==> config.mk <==
export PLATFORM = sky130hd
export DESIGN_NAME = irq_aggregator
export DESIGN_NICKNAME = d
export VERILOG_FILES = /design/src/rtl/irq_agg_pkg.sv /design/src/rtl/irq_agg_ctrl.sv /design/src/rtl/irq_agg_dp.sv /design/src/rtl/irq_aggregator.sv
export SDC_FILE = /design/constraint.sdc
export NUM_CORES = 1
export LEC_CHECK = 0
export BUFFER_PORTS_ARGS = -buffer_cell sky130_fd_sc_hd__clkbuf_2
export CORE_MARGIN = 5
export CORE_UTILIZATION = 35
export DETAILED_ROUTE_END_ITERATION = 8
export PLACE_DENSITY = 0.64
export SYNTH_ARGS = -nofsm -noshare
export SYNTH_HDL_FRONTEND = slang
export SYNTH_SLANG_ARGS = --single-unit
==> constraint.sdc <==
create_clock -name clk -period 2.55 [get_ports clk]
set_clock_uncertainty 0.05 [all_clocks]
set_input_delay 0.51 -clock clk [delete_from_list [all_inputs] [get_ports clk]]
set_output_delay 0.51 -clock clk [all_outputs]
set_load 0.03 [all_outputs]
==> src/rtl/irq_agg_pkg.sv <==
package irq_agg_pkg;
  localparam int DATA_W        = 32;
  localparam int PM_SRC_N      = 3;
  localparam int PM_SUM_BIT    = 17;
  localparam int TIMER_ST_BIT  = 19;
  localparam int IRQ_EN_BIT    = 8;
  localparam int TIMER_RUN_BIT = 29;

  // Read source selected by the address decoder.
  typedef enum logic [2:0] {
    RD_STATUS   = 3'd0,
    RD_ENABLE   = 3'd1,
    RD_IRQCFG   = 3'd2,
    RD_PMCTRL   = 3'd3,
    RD_TIMERCFG = 3'd4,
    RD_NONE     = 3'd5
  } rdSel_e;

  // Write strobes from control to datapath.
  typedef struct packed {
    logic wrStatus;
    logic wrEnable;
    logic wrIrqCfg;
    logic wrPmCtrl;
    logic wrTimerCfg;
  } regStrobe_t;

  // Position of the local enable for each power management source.
  function automatic int pmEnPos(input int idx);
    case (idx)
      0:       return 9;
      1:       return 14;
      default: return 15;
    endcase
  endfunction
endpackage

==> src/rtl/irq_agg_ctrl.sv <==
module irq_agg_ctrl
  import irq_agg_pkg::*;
#(
  parameter int ADDR_W = 3
) (
  input  logic [ADDR_W-1:0] regAddr,
  input  logic              regWrEn,
  output regStrobe_t        strobe,
  output rdSel_e            rdSel
);
  localparam logic [ADDR_W-1:0] A_STATUS   = ADDR_W'(0);
  localparam logic [ADDR_W-1:0] A_ENABLE   = ADDR_W'(1);
  localparam logic [ADDR_W-1:0] A_IRQCFG   = ADDR_W'(2);
  localparam logic [ADDR_W-1:0] A_PMCTRL   = ADDR_W'(3);
  localparam logic [ADDR_W-1:0] A_TIMERCFG = ADDR_W'(4);

  always_comb begin
    strobe = '0;
    rdSel  = RD_NONE;
    case (regAddr)
      A_STATUS: begin
        rdSel           = RD_STATUS;
        strobe.wrStatus = regWrEn;
      end
      A_ENABLE: begin
        rdSel           = RD_ENABLE;
        strobe.wrEnable = regWrEn;
      end
      A_IRQCFG: begin
        rdSel           = RD_IRQCFG;
        strobe.wrIrqCfg = regWrEn;
      end
      A_PMCTRL: begin
        rdSel           = RD_PMCTRL;
        strobe.wrPmCtrl = regWrEn;
      end
      A_TIMERCFG: begin
        rdSel             = RD_TIMERCFG;
        strobe.wrTimerCfg = regWrEn;
      end
      default: begin
        rdSel  = RD_NONE;
        strobe = '0;
      end
    endcase
  end
endmodule

==> src/rtl/irq_agg_dp.sv <==
module irq_agg_dp
  import irq_agg_pkg::*;
#(
  parameter int MAC_N    = 8,
  parameter int TIMER_W  = 16,
  parameter int TICK_DIV = 1
) (
  input  logic                clk,
  input  logic                rstN,
  input  regStrobe_t          strobe,
  input  rdSel_e              rdSel,
  input  logic [DATA_W-1:0]   wrData,
  input  logic [MAC_N-1:0]    macEvent,
  input  logic [PM_SRC_N-1:0] pmEvent,
  output logic [DATA_W-1:0]   rdData,
  output logic                irqOut
);
  localparam logic [DATA_W-1:0] MAC_MASK = DATA_W'((64'd1 << MAC_N) - 64'd1);
  localparam logic [DATA_W-1:0] EN_MASK  = MAC_MASK
                                         | (DATA_W'(1) << PM_SUM_BIT)
                                         | (DATA_W'(1) << TIMER_ST_BIT);

  // ---------------- state ----------------
  logic [MAC_N-1:0]    macSt;
  logic                timerSt;
  logic [DATA_W-1:0]   enReg;
  logic                irqEn;
  logic [PM_SRC_N-1:0] pmSt;
  logic [PM_SRC_N-1:0] pmEn;
  logic                timerRun;
  logic [TIMER_W-1:0]  reload;
  logic [TIMER_W-1:0]  count;

  logic                tick;
  logic                runRise;
  logic                wrapEvt;
  logic                pmSummary;
  logic [DATA_W-1:0]   statusVec;
  logic [DATA_W-1:0]   pmCtrlVec;
  logic [DATA_W-1:0]   timerCfgVec;

  logic unusedWrBits;
  assign unusedWrBits = ^wrData;

  // ---------------- MAC sticky status ----------------
  logic [MAC_N-1:0] clrMac;
  assign clrMac = strobe.wrStatus ? wrData[MAC_N-1:0] : '0;

  always_ff @(posedge clk or negedge rstN) begin
    if (!rstN) macSt <= '0;
    else       macSt <= (macSt & ~clrMac) | macEvent;
  end

  // ---------------- power management level ----------------
  logic [PM_SRC_N-1:0] clrPm;
  assign clrPm = strobe.wrPmCtrl ? wrData[PM_SRC_N-1:0] : '0;

  always_ff @(posedge clk or negedge rstN) begin
    if (!rstN) pmSt <= '0;
    else       pmSt <= (pmSt & ~clrPm) | pmEvent;
  end

  for (genvar i = 0; i < PM_SRC_N; i++) begin : g_pmEn
    always_ff @(posedge clk or negedge rstN) begin
      if (!rstN)                pmEn[i] <= 1'b0;
      else if (strobe.wrPmCtrl) pmEn[i] <= wrData[pmEnPos(i)];
    end
  end

  assign pmSummary = |(pmSt & pmEn);

  always_comb begin
    pmCtrlVec = '0;
    pmCtrlVec[PM_SRC_N-1:0] = pmSt;
    for (int i = 0; i < PM_SRC_N; i++) pmCtrlVec[pmEnPos(i)] = pmEn[i];
  end

  // ---------------- configuration registers ----------------
  always_ff @(posedge clk or negedge rstN) begin
    if (!rstN) begin
      enReg    <= '0;
      irqEn    <= 1'b0;
      timerRun <= 1'b0;
      reload   <= '0;
    end else begin
      if (strobe.wrEnable)   enReg <= wrData & EN_MASK;
      if (strobe.wrIrqCfg)   irqEn <= wrData[IRQ_EN_BIT];
      if (strobe.wrTimerCfg) begin
        timerRun <= wrData[TIMER_RUN_BIT];
        reload   <= wrData[TIMER_W-1:0];
      end
    end
  end

  // ---------------- timer ----------------
  assign runRise = strobe.wrTimerCfg && wrData[TIMER_RUN_BIT] && !timerRun;

  if (TICK_DIV <= 1) begin : g_tickEvery
    assign tick = 1'b1;
  end else begin : g_tickDiv
    localparam int PW = $clog2(TICK_DIV);
    logic [PW-1:0] presc;
    always_ff @(posedge clk or negedge rstN) begin
      if (!rstN)                      presc <= '0;
      else if (runRise || !timerRun)  presc <= '0;
      else if (presc == PW'(TICK_DIV - 1)) presc <= '0;
      else                            presc <= presc + PW'(1);
    end
    assign tick = (presc == PW'(TICK_DIV - 1));
  end

  assign wrapEvt = timerRun && tick && (count == '0);

  always_ff @(posedge clk or negedge rstN) begin
    if (!rstN)                 count <= '0;
    else if (runRise)          count <= wrData[TIMER_W-1:0];
    else if (timerRun && tick) count <= count - TIMER_W'(1);
  end

  logic clrTimer;
  assign clrTimer = strobe.wrStatus && wrData[TIMER_ST_BIT];

  always_ff @(posedge clk or negedge rstN) begin
    if (!rstN) timerSt <= 1'b0;
    else       timerSt <= (timerSt & ~clrTimer) | wrapEvt;
  end

  always_comb begin
    timerCfgVec = '0;
    timerCfgVec[TIMER_RUN_BIT] = timerRun;
    timerCfgVec[TIMER_W-1:0]   = reload;
  end

  // ---------------- top level status and pin ----------------
  always_comb begin
    statusVec = '0;
    statusVec[MAC_N-1:0]   = macSt;
    statusVec[PM_SUM_BIT]  = pmSummary;
    statusVec[TIMER_ST_BIT] = timerSt;
  end

  always_ff @(posedge clk or negedge rstN) begin
    if (!rstN) irqOut <= 1'b0;
    else       irqOut <= irqEn && |(statusVec & enReg);
  end

  always_comb begin
    case (rdSel)
      RD_STATUS:   rdData = statusVec;
      RD_ENABLE:   rdData = enReg;
      RD_IRQCFG:   rdData = DATA_W'(irqEn) << IRQ_EN_BIT;
      RD_PMCTRL:   rdData = pmCtrlVec;
      RD_TIMERCFG: rdData = timerCfgVec;
      default:     rdData = '0;
    endcase
  end

  // ---------------- assertions ----------------
  a_r4_pin_gated: assert property (@(posedge clk) disable iff (!rstN)
    !irqEn |=> !irqOut);

  a_r6_pm_reaches_pin: assert property (@(posedge clk) disable iff (!rstN)
    (irqEn && enReg[PM_SUM_BIT] && |(pmSt & pmEn)) |=> irqOut);

  a_r7_wrap_sets_status: assert property (@(posedge clk) disable iff (!rstN)
    (timerRun && tick && count == '0) |=> (timerSt && count == '1));

  a_r8_count_holds: assert property (@(posedge clk) disable iff (!rstN)
    (!timerRun && !strobe.wrTimerCfg) |=> ($stable(count) && !$rose(timerSt)));

  a_r9_event_wins: assert property (@(posedge clk) disable iff (!rstN)
    (|macEvent) |=> ((macSt & $past(macEvent)) == $past(macEvent)));

  a_r5_pm_sticky: assert property (@(posedge clk) disable iff (!rstN)
    (|pmEvent) |=> ((pmSt & $past(pmEvent)) == $past(pmEvent)));
endmodule

==> src/rtl/irq_aggregator.sv <==
module irq_aggregator
  import irq_agg_pkg::*;
#(
  parameter int ADDR_W   = 3,
  parameter int MAC_N    = 8,
  parameter int TIMER_W  = 16,
  parameter int TICK_DIV = 1
) (
  input  logic              clk,
  input  logic              rstN,
  input  logic [ADDR_W-1:0] regAddr,
  input  logic              regWrEn,
  input  logic [31:0]       regWrData,
  output logic [31:0]       regRdData,
  input  logic [MAC_N-1:0]  macEvent,
  input  logic [2:0]        pmEvent,
  output logic              irqOut
);
  regStrobe_t strobe;
  rdSel_e     rdSel;

  irq_agg_ctrl #(.ADDR_W(ADDR_W)) i_ctrl (
    .regAddr (regAddr),
    .regWrEn (regWrEn),
    .strobe  (strobe),
    .rdSel   (rdSel)
  );

  irq_agg_dp #(
    .MAC_N    (MAC_N),
    .TIMER_W  (TIMER_W),
    .TICK_DIV (TICK_DIV)
  ) i_dp (
    .clk      (clk),
    .rstN     (rstN),
    .strobe   (strobe),
    .rdSel    (rdSel),
    .wrData   (regWrData),
    .macEvent (macEvent),
    .pmEvent  (pmEvent),
    .rdData   (regRdData),
    .irqOut   (irqOut)
  );
endmodule

==> results.txt, run 1 <==
CP Max Fanout: 12
Total of max-cap violations: 0
Least-Margin Pin Slew: 0.777 ns
Via density: 5.31
Largest net degree at the start of global routing: 61
Final setup margin: 0.320 ns
Hold Path Class: in -> async
Critical Path AT: 1.67 ns
Setup TNS: 0 ns
Max Slew Vio Count: 0
Power Density: 708 nW/µm²
# port buffers: 55
Minimum clock period: 2.23 ns
# clock sinks: 60
# diodes: 0
Yosys reg bits: 60
First drt pass iteration count: 5
Final instance area: 3750 µm²
Logic pwr share: 22.1%
Area growth from synthesis to layout: 17.6%
Initial Util: 36.2%
Std cell rows: 34
Max VDD drop: 0.000294 V
Placed insts: 502
Register area share after synthesis: 47.0%
Die area: 11100 µm²
Placed inst area: 3580 µm²
Clock root buffer: clkbuf_8
DRC viols: 0
Library cells used by synthesis: 53
Warnings, synthesis: 0
RD Place Congestion: 0.793
Max Buffers Root-to-Sink: 2
Final-report hold violation count: 0
Clk_lat worst skew: 0.34 ns
CTS resizes: 0
Final Instance Count excl. Fillers: 516
Initial antenna violation count: 0
Primary FF master, synth: dfrtp_1
Post-synth ARST share: 100%
CP endpoint kind: primary output
Post-route ant nets: 0
Critical Path RT: 1.99 ns
Switching share of total power: 32.6%
Overall routing resource usage: 15.2%
Tcrit/Tclk final: 87.5%
DP Wirelength: 5980 µm
EDFF count, synth: 0
Cells after synthesis: 347
Die Ht: 105 µm
Fin util: 42.6%
H-tree depth: 3
Worst Setup Path Type: in -> out
Final setup viols: 0
Sw Pwr: 0.000865 W
Setup repair bufs after CTS: 0
CTS tree: built
Hold buffer count at cts: 0
Global route total overflow: 0
Nets@finish: 455
Post-Syn Area: 3190 µm²
Layout cells sized above 1: 25.2%
Cell leakage power: 1.72 nW
Global-route wire length before repair: 13600 µm
Chip Width: 105 µm
I/O pin count: 82
Routed WL: 8180 µm
P_int: 0.00179 W
Most frequent cells in the layout: nand2_1, dfrtp_1, clkbuf_2
Initial DRC count: 165
Vias in the first global route: 2706
Total CTS buffers: 9
Startpoint types: input pin
Core area: 8810 µm²
Most common cell after layout, fill and taps aside: nand2_1
Worst-path clk slew: 0.06 ns
Flop pwr share: 48.8%
Max-slew headroom: 48.2%
RSZ-0062 raised after global routing: false
Routed len/inst: 15.9 µm
Vias: 2740
Status: finished clean
Power share of the clock group: 29.0%
Place WS: 0.280 ns
Max Freq: 448 MHz
Mapped Avg Cell Area: 9.20 µm²
==> cell type report <==
type | instances | area [µm²]
flip-flops and latches | 60 | 1500
repair buffers | 68 | 373
well taps | 108 | 135
clock buffers | 12 | 165
multi-input cells | 258 | 1540
fillers | 889 | 5050
inverters | 8 | 30.0
clock inverters | 2 | 10.0
==> stage by stage <==
step           hold slack [ns]  total power, W
3_3_place_gp             0.401         0.00188
4_1_cts                  0.275         0.00269
5_1_grt                  0.294         0.00283
2_1_floorplan            0.164         0.00170
3_5_place_dp             0.412         0.00190
6_report                 0.284         0.00266
==> logic make-up (layout without fill, tap and decap cells) <==
kind of cell | Yosys count | count (layout) | synth area share [%]
simple gates | 148 | 148 | 22.5
compound gates | 72 | 72 | 15.2
flops | 60 | 60 | 47.0
buf+inv | 41 | 90 | 6.66
mux | 23 | 23 | 7.76
fa+ha+maj | 1 | 1 | 0.392
other cells | 1 | 13 | 0.117
xor+xnor | 1 | 1 | 0.274
==> synth_stat cells (all sizes together) (4+ instances only) <==
cell type	n	share of area (%)
nand2	72	8.5
dfrtp	60	47
nor2	25	2.9
buf	18	4.0
clkbuf	15	1.8
mux2	14	4.9
a21oi	13	2.0
nor3	13	2.2
o21ai	12	1.9
a21o	11	2.6
mux2i	9	2.8
a31oi	8	1.6
inv	7	0.82
nor4	7	1.8
and2	5	0.98
a311oi	4	1.1
and3	4	0.78
nand3	4	0.63
o22ai	4	0.78
==> registers in the layout, summed over array words and instances, names as in the netlist <==
name	flops
i_dp.irqEn	1
i_dp.pmSt	3
i_dp.macSt	8
i_dp.count	16
i_dp.irqOut	1
i_dp.timerRun	1
i_dp.reload	16
i_dp.enReg	10
i_dp.timerSt	1
i_dp.pmCtrlVec	3
==> critical path: stages <==
cell      delay [ns]
clkbuf_2        0.25
buf_4           0.23
mux2i_1         0.20
nor2_1          0.06
a31oi_1         0.16
nor2_1          0.07
clkbuf_2        0.18
==> power by group through the flow <==
stage,Combinational [W],Sequential (W),Clock (W)
6_report,0.000589,0.00130,0.000772
3_3_place_gp,0.000579,0.00130,0
5_1_grt,0.000665,0.00133,0.000835
2_1_floorplan,0.000438,0.00126,0
4_1_cts,0.000596,0.00130,0.000799
3_5_place_dp,0.000594,0.00131,0
==> path summary, 6_finish.rpt <==
path                                      end  cells past startpoint  slack, ns             from
max in group asynchronous  i_dp.pmCtrlVec[14]                      2       1.66             rstN
max reg2reg                      i_dp.timerSt                      4       0.45   i_dp.count[10]
min                             i_dp.count[7]                      2       0.28             rstN
max                              regRdData[6]                      7       0.32       regAddr[0]
min reg2reg                   i_dp.reload[14]                      2       0.42  i_dp.reload[14]
min in group clk                i_dp.macSt[7]                      2       0.29      macEvent[7]
==> routing by layer <==
layer  part of all wire (%)  wire (µm)  up-vias  GRT usage [%]
met1                     46       3790     1334           20.3
met3                    5.1        419       14           3.18
met5                      0          0        -              0
met2                     47       3810       79           23.9
met4                    2.0        164        0           6.75
li1                       -          -     1313              -
(Power assumes the default switching activity.)
==> inputs of run 2 (changes only) <==
- MAX_ROUTING_LAYER: unset -> met4
==> run 2 against run 1 <==
Compared with the run above:
- sequential power about the same
- worst setup slack got worse by 0.0065 ns
- sequential share of layout area stayed put
- register-to-register slack hardly changed
- core utilization did not move
- highest routed layer unchanged
==> results.txt, run 2 (same netlist as run 1, synthesis figures left out) <==
Area growth from synthesis to layout: 17.6% (unchanged)
Power share of the clock group: 29.0% (about the same)
I/O pin count: 82 (unchanged)
Least-Margin Pin Slew: 0.772 ns (-0.00556 ns)
Power Density: 708 nW/µm² (about the same)
Critical Path AT: 1.68 ns (about the same)
Global route total overflow: 0 (unchanged)
Overall power: 0.00266 W (about the same)
Worst-path clk slew: 0.06 ns (about the same)
Worst Hold Slack: 0.285 ns (+0.00159 ns)
Initial DRC count: 148 (-10%)
Post-route ant nets: 0 (unchanged)
Via density: 5.28 (-0.62%)
Max Freq: 447 MHz (-0.29%)
Vias: 2723 (-0.62%)
Clk_lat worst skew: 0.34 ns (about the same)
Switching share of total power: 32.5% (about the same)
DP Wirelength: 5980 µm (unchanged)
Chip Width: 105 µm (unchanged)
Most frequent cells in the layout: nand2_1, dfrtp_1, clkbuf_2
RD Place Congestion: 0.804 (+1.4%)
Core area: 8810 µm² (unchanged)
Logic pwr share: 22.2% (about the same)
CTS resizes: 0 (unchanged)
Most common cell after layout, fill and taps aside: nand2_1
Clock root buffer: clkbuf_8
H-tree depth: 3 (unchanged)
Final Instance Count excl. Fillers: 516 (unchanged)
CP endpoint kind: primary output
Initial antenna violation count: 0 (unchanged)
Total of max-cap violations: 0 (unchanged)
Gr busiest metal: met2
Max VDD drop: 0.000294 V (+0.18%)
Critical Path RT: 1.99 ns (about the same)
# clock sinks: 60 (unchanged)
Met2 GRT Util: 23.8% (-0.091 points)
CTS tree: built
Sw Pwr: 0.000864 W (-0.13%)
R2r setup slk: 0.44 ns (about the same)
Worst r2r path cells: 4 (unchanged)
Total CTS buffers: 9 (unchanged)
Vias in the first global route: 2700 (-0.22%)
Flop pwr share: 48.8% (about the same)
DRC viols: 0 (unchanged)
Status: finished clean
RSZ-0062 raised after global routing: false
Max Slew Vio Count: 0 (unchanged)
Hold buffer count at cts: 0 (unchanged)
Max Buffers Root-to-Sink: 2 (unchanged)
Setup TNS: 0 ns (unchanged)
Initial Util: 36.2% (unchanged)
Startpoint types: input pin
Setup repair bufs after CTS: 0 (unchanged)
Routed WL: 8170 µm (-0.16%)
Largest net degree at the start of global routing: 61 (unchanged)
Met3 GRT Util: 3.00% (-0.18 points)
Die area: 11100 µm² (unchanged)
Layout cells sized above 1: 25.2% (unchanged)
Die Ht: 105 µm (unchanged)
Cell leakage power: 1.72 nW (unchanged)
Overall routing resource usage: 15.6% (+0.45 points)
Hold Path Class: in -> async
Max-slew headroom: 48.6% (+0.37 points)
CP Max Fanout: 12 (unchanged)
Nets@finish: 455 (unchanged)
First drt pass iteration count: 5 (unchanged)
Worst Setup Path Type: in -> out
Routed len/inst: 15.8 µm (-0.16%)
Minimum clock period: 2.24 ns (+0.00653 ns)
Global-route wire length before repair: 13600 µm (-0.21%)
Final-report hold violation count: 0 (unchanged)
Met1 usage in global routing: 20.4% (+0.19 points)
Largest registers: i_dp.count x16, i_dp.reload x16, i_dp.enReg x10
Final setup viols: 0 (unchanged)
Placed insts: 502 (unchanged)
Std cell rows: 34 (unchanged)
# diodes: 0 (unchanged)
P_int: 0.00179 W (about the same)
# port buffers: 55 (unchanged)
Tcrit/Tclk final: 87.7% (+0.26 points)
-- run 2: cell counts in the layout (fill, tap and decap cells not counted) --
Identical to the previous run, type by type.
-- run 2: path summary, 6_finish.rpt --
kind | end | start
worst max-delay path | regRdData[6] | regAddr[0]
worst min-delay path | i_dp.count[7] | rstN
worst max register to register | i_dp.timerSt | i_dp.count[9]
worst min register to register | i_dp.reload[14] | i_dp.reload[14]
max in group asynchronous | i_dp.reload[0] | rstN
min in group clk | i_dp.macSt[7] | macEvent[7]
-- run 2: final cells by class --
class                           count  area (µm²)
Fill cell                         889        5050
Multi-Input combinational cell    258        1540
Sequential cell                    60        1500
Timing Repair Buffer               68         373
Clock buffer                       12         165
Tap cell                          108         135
Inverter                            8        30.0
Clock inverter                      2        10.0
-- run 2: routing by layer --
metal | wire [µm] | part of all wire, % | up-vias
met4 | 125 | 1.5 | 0
met1 | 3760 | 46 | 1311
met2 | 3820 | 47 | 85
met5 | 0 | 0 | -
met3 | 463 | 5.7 | 13
li1 | - | - | 1314
-- run 2: worst max-delay path: stages --
cell and delay [ns]:
clkbuf_2 0.25, buf_4 0.24, mux2i_1 0.20, nor2_1 0.06
a31oi_1 0.16, nor2_1 0.07, clkbuf_2 0.18
-- run 2: power by group through the flow --
stage	clock, W	combinational, W	sequential, W
global route	0.000835	0.000665	0.00133
floorplan	0	0.000438	0.00126
CTS	0.000799	0.000596	0.00130
global placement	0	0.000579	0.00130
detailed placement	0	0.000594	0.00131
finish	0.000771	0.000589	0.00130
-- run 2: metrics by stage --
step | utilization, % | worst slack, ns | instance area, µm²
after floorplan | - | 0.106 | 3240
after global placement | 40.6 | 0.266 | 3580
after detailed placement | 40.6 | 0.280 | 3580
after CTS | 42.6 | 0.318 | 3750
after global routing | 42.6 | 0.207 | 3750
final | 42.6 | 0.313 | 3750
==> inputs of run 3 (changes only) <==
--- a/constraint.sdc
+++ b/constraint.sdc
@@ -3,3 +3,3 @@
 set_input_delay 0.51 -clock clk [delete_from_list [all_inputs] [get_ports clk]]
 set_output_delay 0.51 -clock clk [all_outputs]
-set_load 0.03 [all_outputs]
+set_load 0.01 [all_outputs]
==> run 3 against run 2 <==
Compared with the run above:
- critical path depth is the same
- die area is the same
- sequential share of layout area shrank 0.68 points
- total power grew 8.3%
- maximum frequency grew 4.2%
- core utilization grew 0.74 points
- worst hold slack lost 0.021 ns
- design area grew 1.7%
- register-to-register slack lost 0.03 ns
- final cell count grew 0.39%
- sequential cell count is the same
- worst setup slack gained 0.089 ns
==> results.txt, run 3 (same netlist as run 1, synthesis figures left out) <==
Status: finished clean
Global route total overflow: 0 (unchanged)
Switching share of total power: 29.6% (-2.9 points)
Max Freq: 466 MHz (+4.2%)
P_int: 0.00203 W (+13%)
Max Slew Vio Count: 0 (unchanged)
# clock sinks: 60 (unchanged)
Total CTS buffers: 9 (unchanged)
Worst Setup Path Type: in -> out
Setup repair bufs after CTS: 0 (unchanged)
RSZ-0062 raised after global routing: false
Std cell rows: 34 (unchanged)
Initial DRC count: 156 (+5.4%)
Vias in the first global route: 2772 (+2.7%)
Minimum clock period: 2.15 ns (-0.0893 ns)
Overall power: 0.00288 W (+8.3%)
Total of max-cap violations: 0 (unchanged)
Hold buffer count at cts: 0 (unchanged)
Sw Pwr: 0.000853 W (-1.3%)
DRC viols: 0 (unchanged)
Startpoint types: input pin
Critical Path RT: 1.99 ns (about the same)
Worst-path clk slew: 0.07 ns (about the same)
Routed WL: 8300 µm (+1.6%)
Max Buffers Root-to-Sink: 2 (unchanged)
Clock root buffer: clkbuf_8
Nets@finish: 455 (unchanged)
Setup TNS: 0 ns (unchanged)
Final setup viols: 0 (unchanged)
Layout cells sized above 1: 25.4% (+0.12 points)
Global-route wire length before repair: 13900 µm (+2.1%)
Vias: 2768 (+1.7%)
Die Ht: 105 µm (unchanged)
Core area: 8810 µm² (unchanged)
Flop pwr share: 44.6% (-4.2 points)
Cell leakage power: 1.74 nW (+1.5%)
Via density: 5.34 (+1.3%)
CP endpoint kind: primary output
RD Place Congestion: 0.846 (+5.1%)
Chip Width: 105 µm (unchanged)
Least-Margin Pin Slew: 0.791 ns (+0.0194 ns)
Largest net degree at the start of global routing: 61 (unchanged)
Initial Util: 36.2% (unchanged)
I/O pin count: 82 (unchanged)
CP Max Fanout: 9 (-3)
H-tree depth: 3 (unchanged)
Initial antenna violation count: 0 (unchanged)
Overall routing resource usage: 16.0% (+0.37 points)
Area growth from synthesis to layout: 19.6%
CTS tree: built
Fin util: 43.4% (+0.74 points)
Logic pwr share: 18.9% (-3.3 points)
Most frequent cells in the layout: nand2_1, dfrtp_1, clkbuf_2
CTS resizes: 0 (unchanged)
Max VDD drop: 0.000317 V (+7.7%)
Post-route ant nets: 0 (unchanged)
# fillers: 852 (-4.2%)
Final instance area: 3820 µm² (+1.7%)
Critical Path AT: 1.59 ns (-0.09 ns)
Power share of the clock group: 36.5% (+7.5 points)
Most common cell after layout, fill and taps aside: nand2_1
Routed len/inst: 16.0 µm (+1.2%)
Final-report hold violation count: 0 (unchanged)
Hold Path Class: in -> async
DP Wirelength: 6070 µm (+1.6%)
Die area: 11100 µm² (unchanged)
Max-slew headroom: 47.3% (-1.3 points)
# port buffers: 55 (unchanged)
First drt pass iteration count: 4 (-1)
Clk_lat worst skew: 0.35 ns (about the same)
Power Density: 754 nW/µm² (+6.5%)
Placed inst area: 3580 µm² (unchanged)
Largest registers: i_dp.count x16, i_dp.reload x16, i_dp.enReg x10
# diodes: 0 (unchanged)
Tcrit/Tclk final: 84.2% (-3.5 points)
run 3: final timing paths:
check                                start         endpoint  slack (ns)  cells past startpoint
setup reg to reg             i_dp.count[9]     i_dp.timerSt        0.41                      4
max in group asynchronous             rstN    i_dp.count[3]        1.65                      2
min in group clk               macEvent[3]    i_dp.macSt[3]        0.28                      2
hold reg to reg            i_dp.reload[10]  i_dp.reload[10]        0.42                      2
hold / removal                        rstN   i_dp.count[10]        0.26                      2
setup / recovery                regAddr[0]     regRdData[0]        0.40                      7
run 3: worst max-delay path: stages:
cell      delay [ns]
clkbuf_2        0.24
buf_4           0.21
mux2i_1         0.20
nor2_1          0.05
a31oi_1         0.13
o21ai_0         0.09
clkbuf_2        0.14
run 3: power by group through the flow:
stage / sequential, W / clock (W) / combinational, W
6_report: 0.00128 / 0.00105 / 0.000545
5_1_grt: 0.00131 / 0.00111 / 0.000618
4_1_cts: 0.00128 / 0.00107 / 0.000549
3_5_place_dp: 0.00130 / 0 / 0.000551
3_3_place_gp: 0.00129 / 0 / 0.000532
2_1_floorplan: 0.00126 / 0 / 0.000387
run 3: final cells by class:
| cell class | count | area (µm²) | share of cell area [%] |
|---|---|---|---|
| multi-input cells | 258 | 1540 | 40.3 |
| flip-flops and latches | 60 | 1500 | 39.3 |
| repair buffers | 68 | 373 | 9.77 |
| well taps | 108 | 135 | 3.54 |
| clock buffers | 10 | 128 | 3.34 |
| clock inverters | 6 | 113 | 2.95 |
| inverters | 8 | 30.0 | 0.787 |
run 3: through the flow:
stage	std cells	setup slack, ns	hold WS, ns
final	518	0.402	0.265
after global routing	518	0.243	0.280
after detailed placement	502	0.311	0.411
after global placement	502	0.295	0.402
after CTS	518	0.383	0.279
after floorplan	359	0.445	0.164
run 3: per-layer routing:
metal | track usage [%] | vias up | wire length (µm)
met5 | - | - | 0
met4 | 7.68 | 0 | 229
met3 | 3.61 | 17 | 432
met2 | 24.0 | 83 | 3790
met1 | 20.5 | 1348 | 3850
li1 | - | 1320 | -
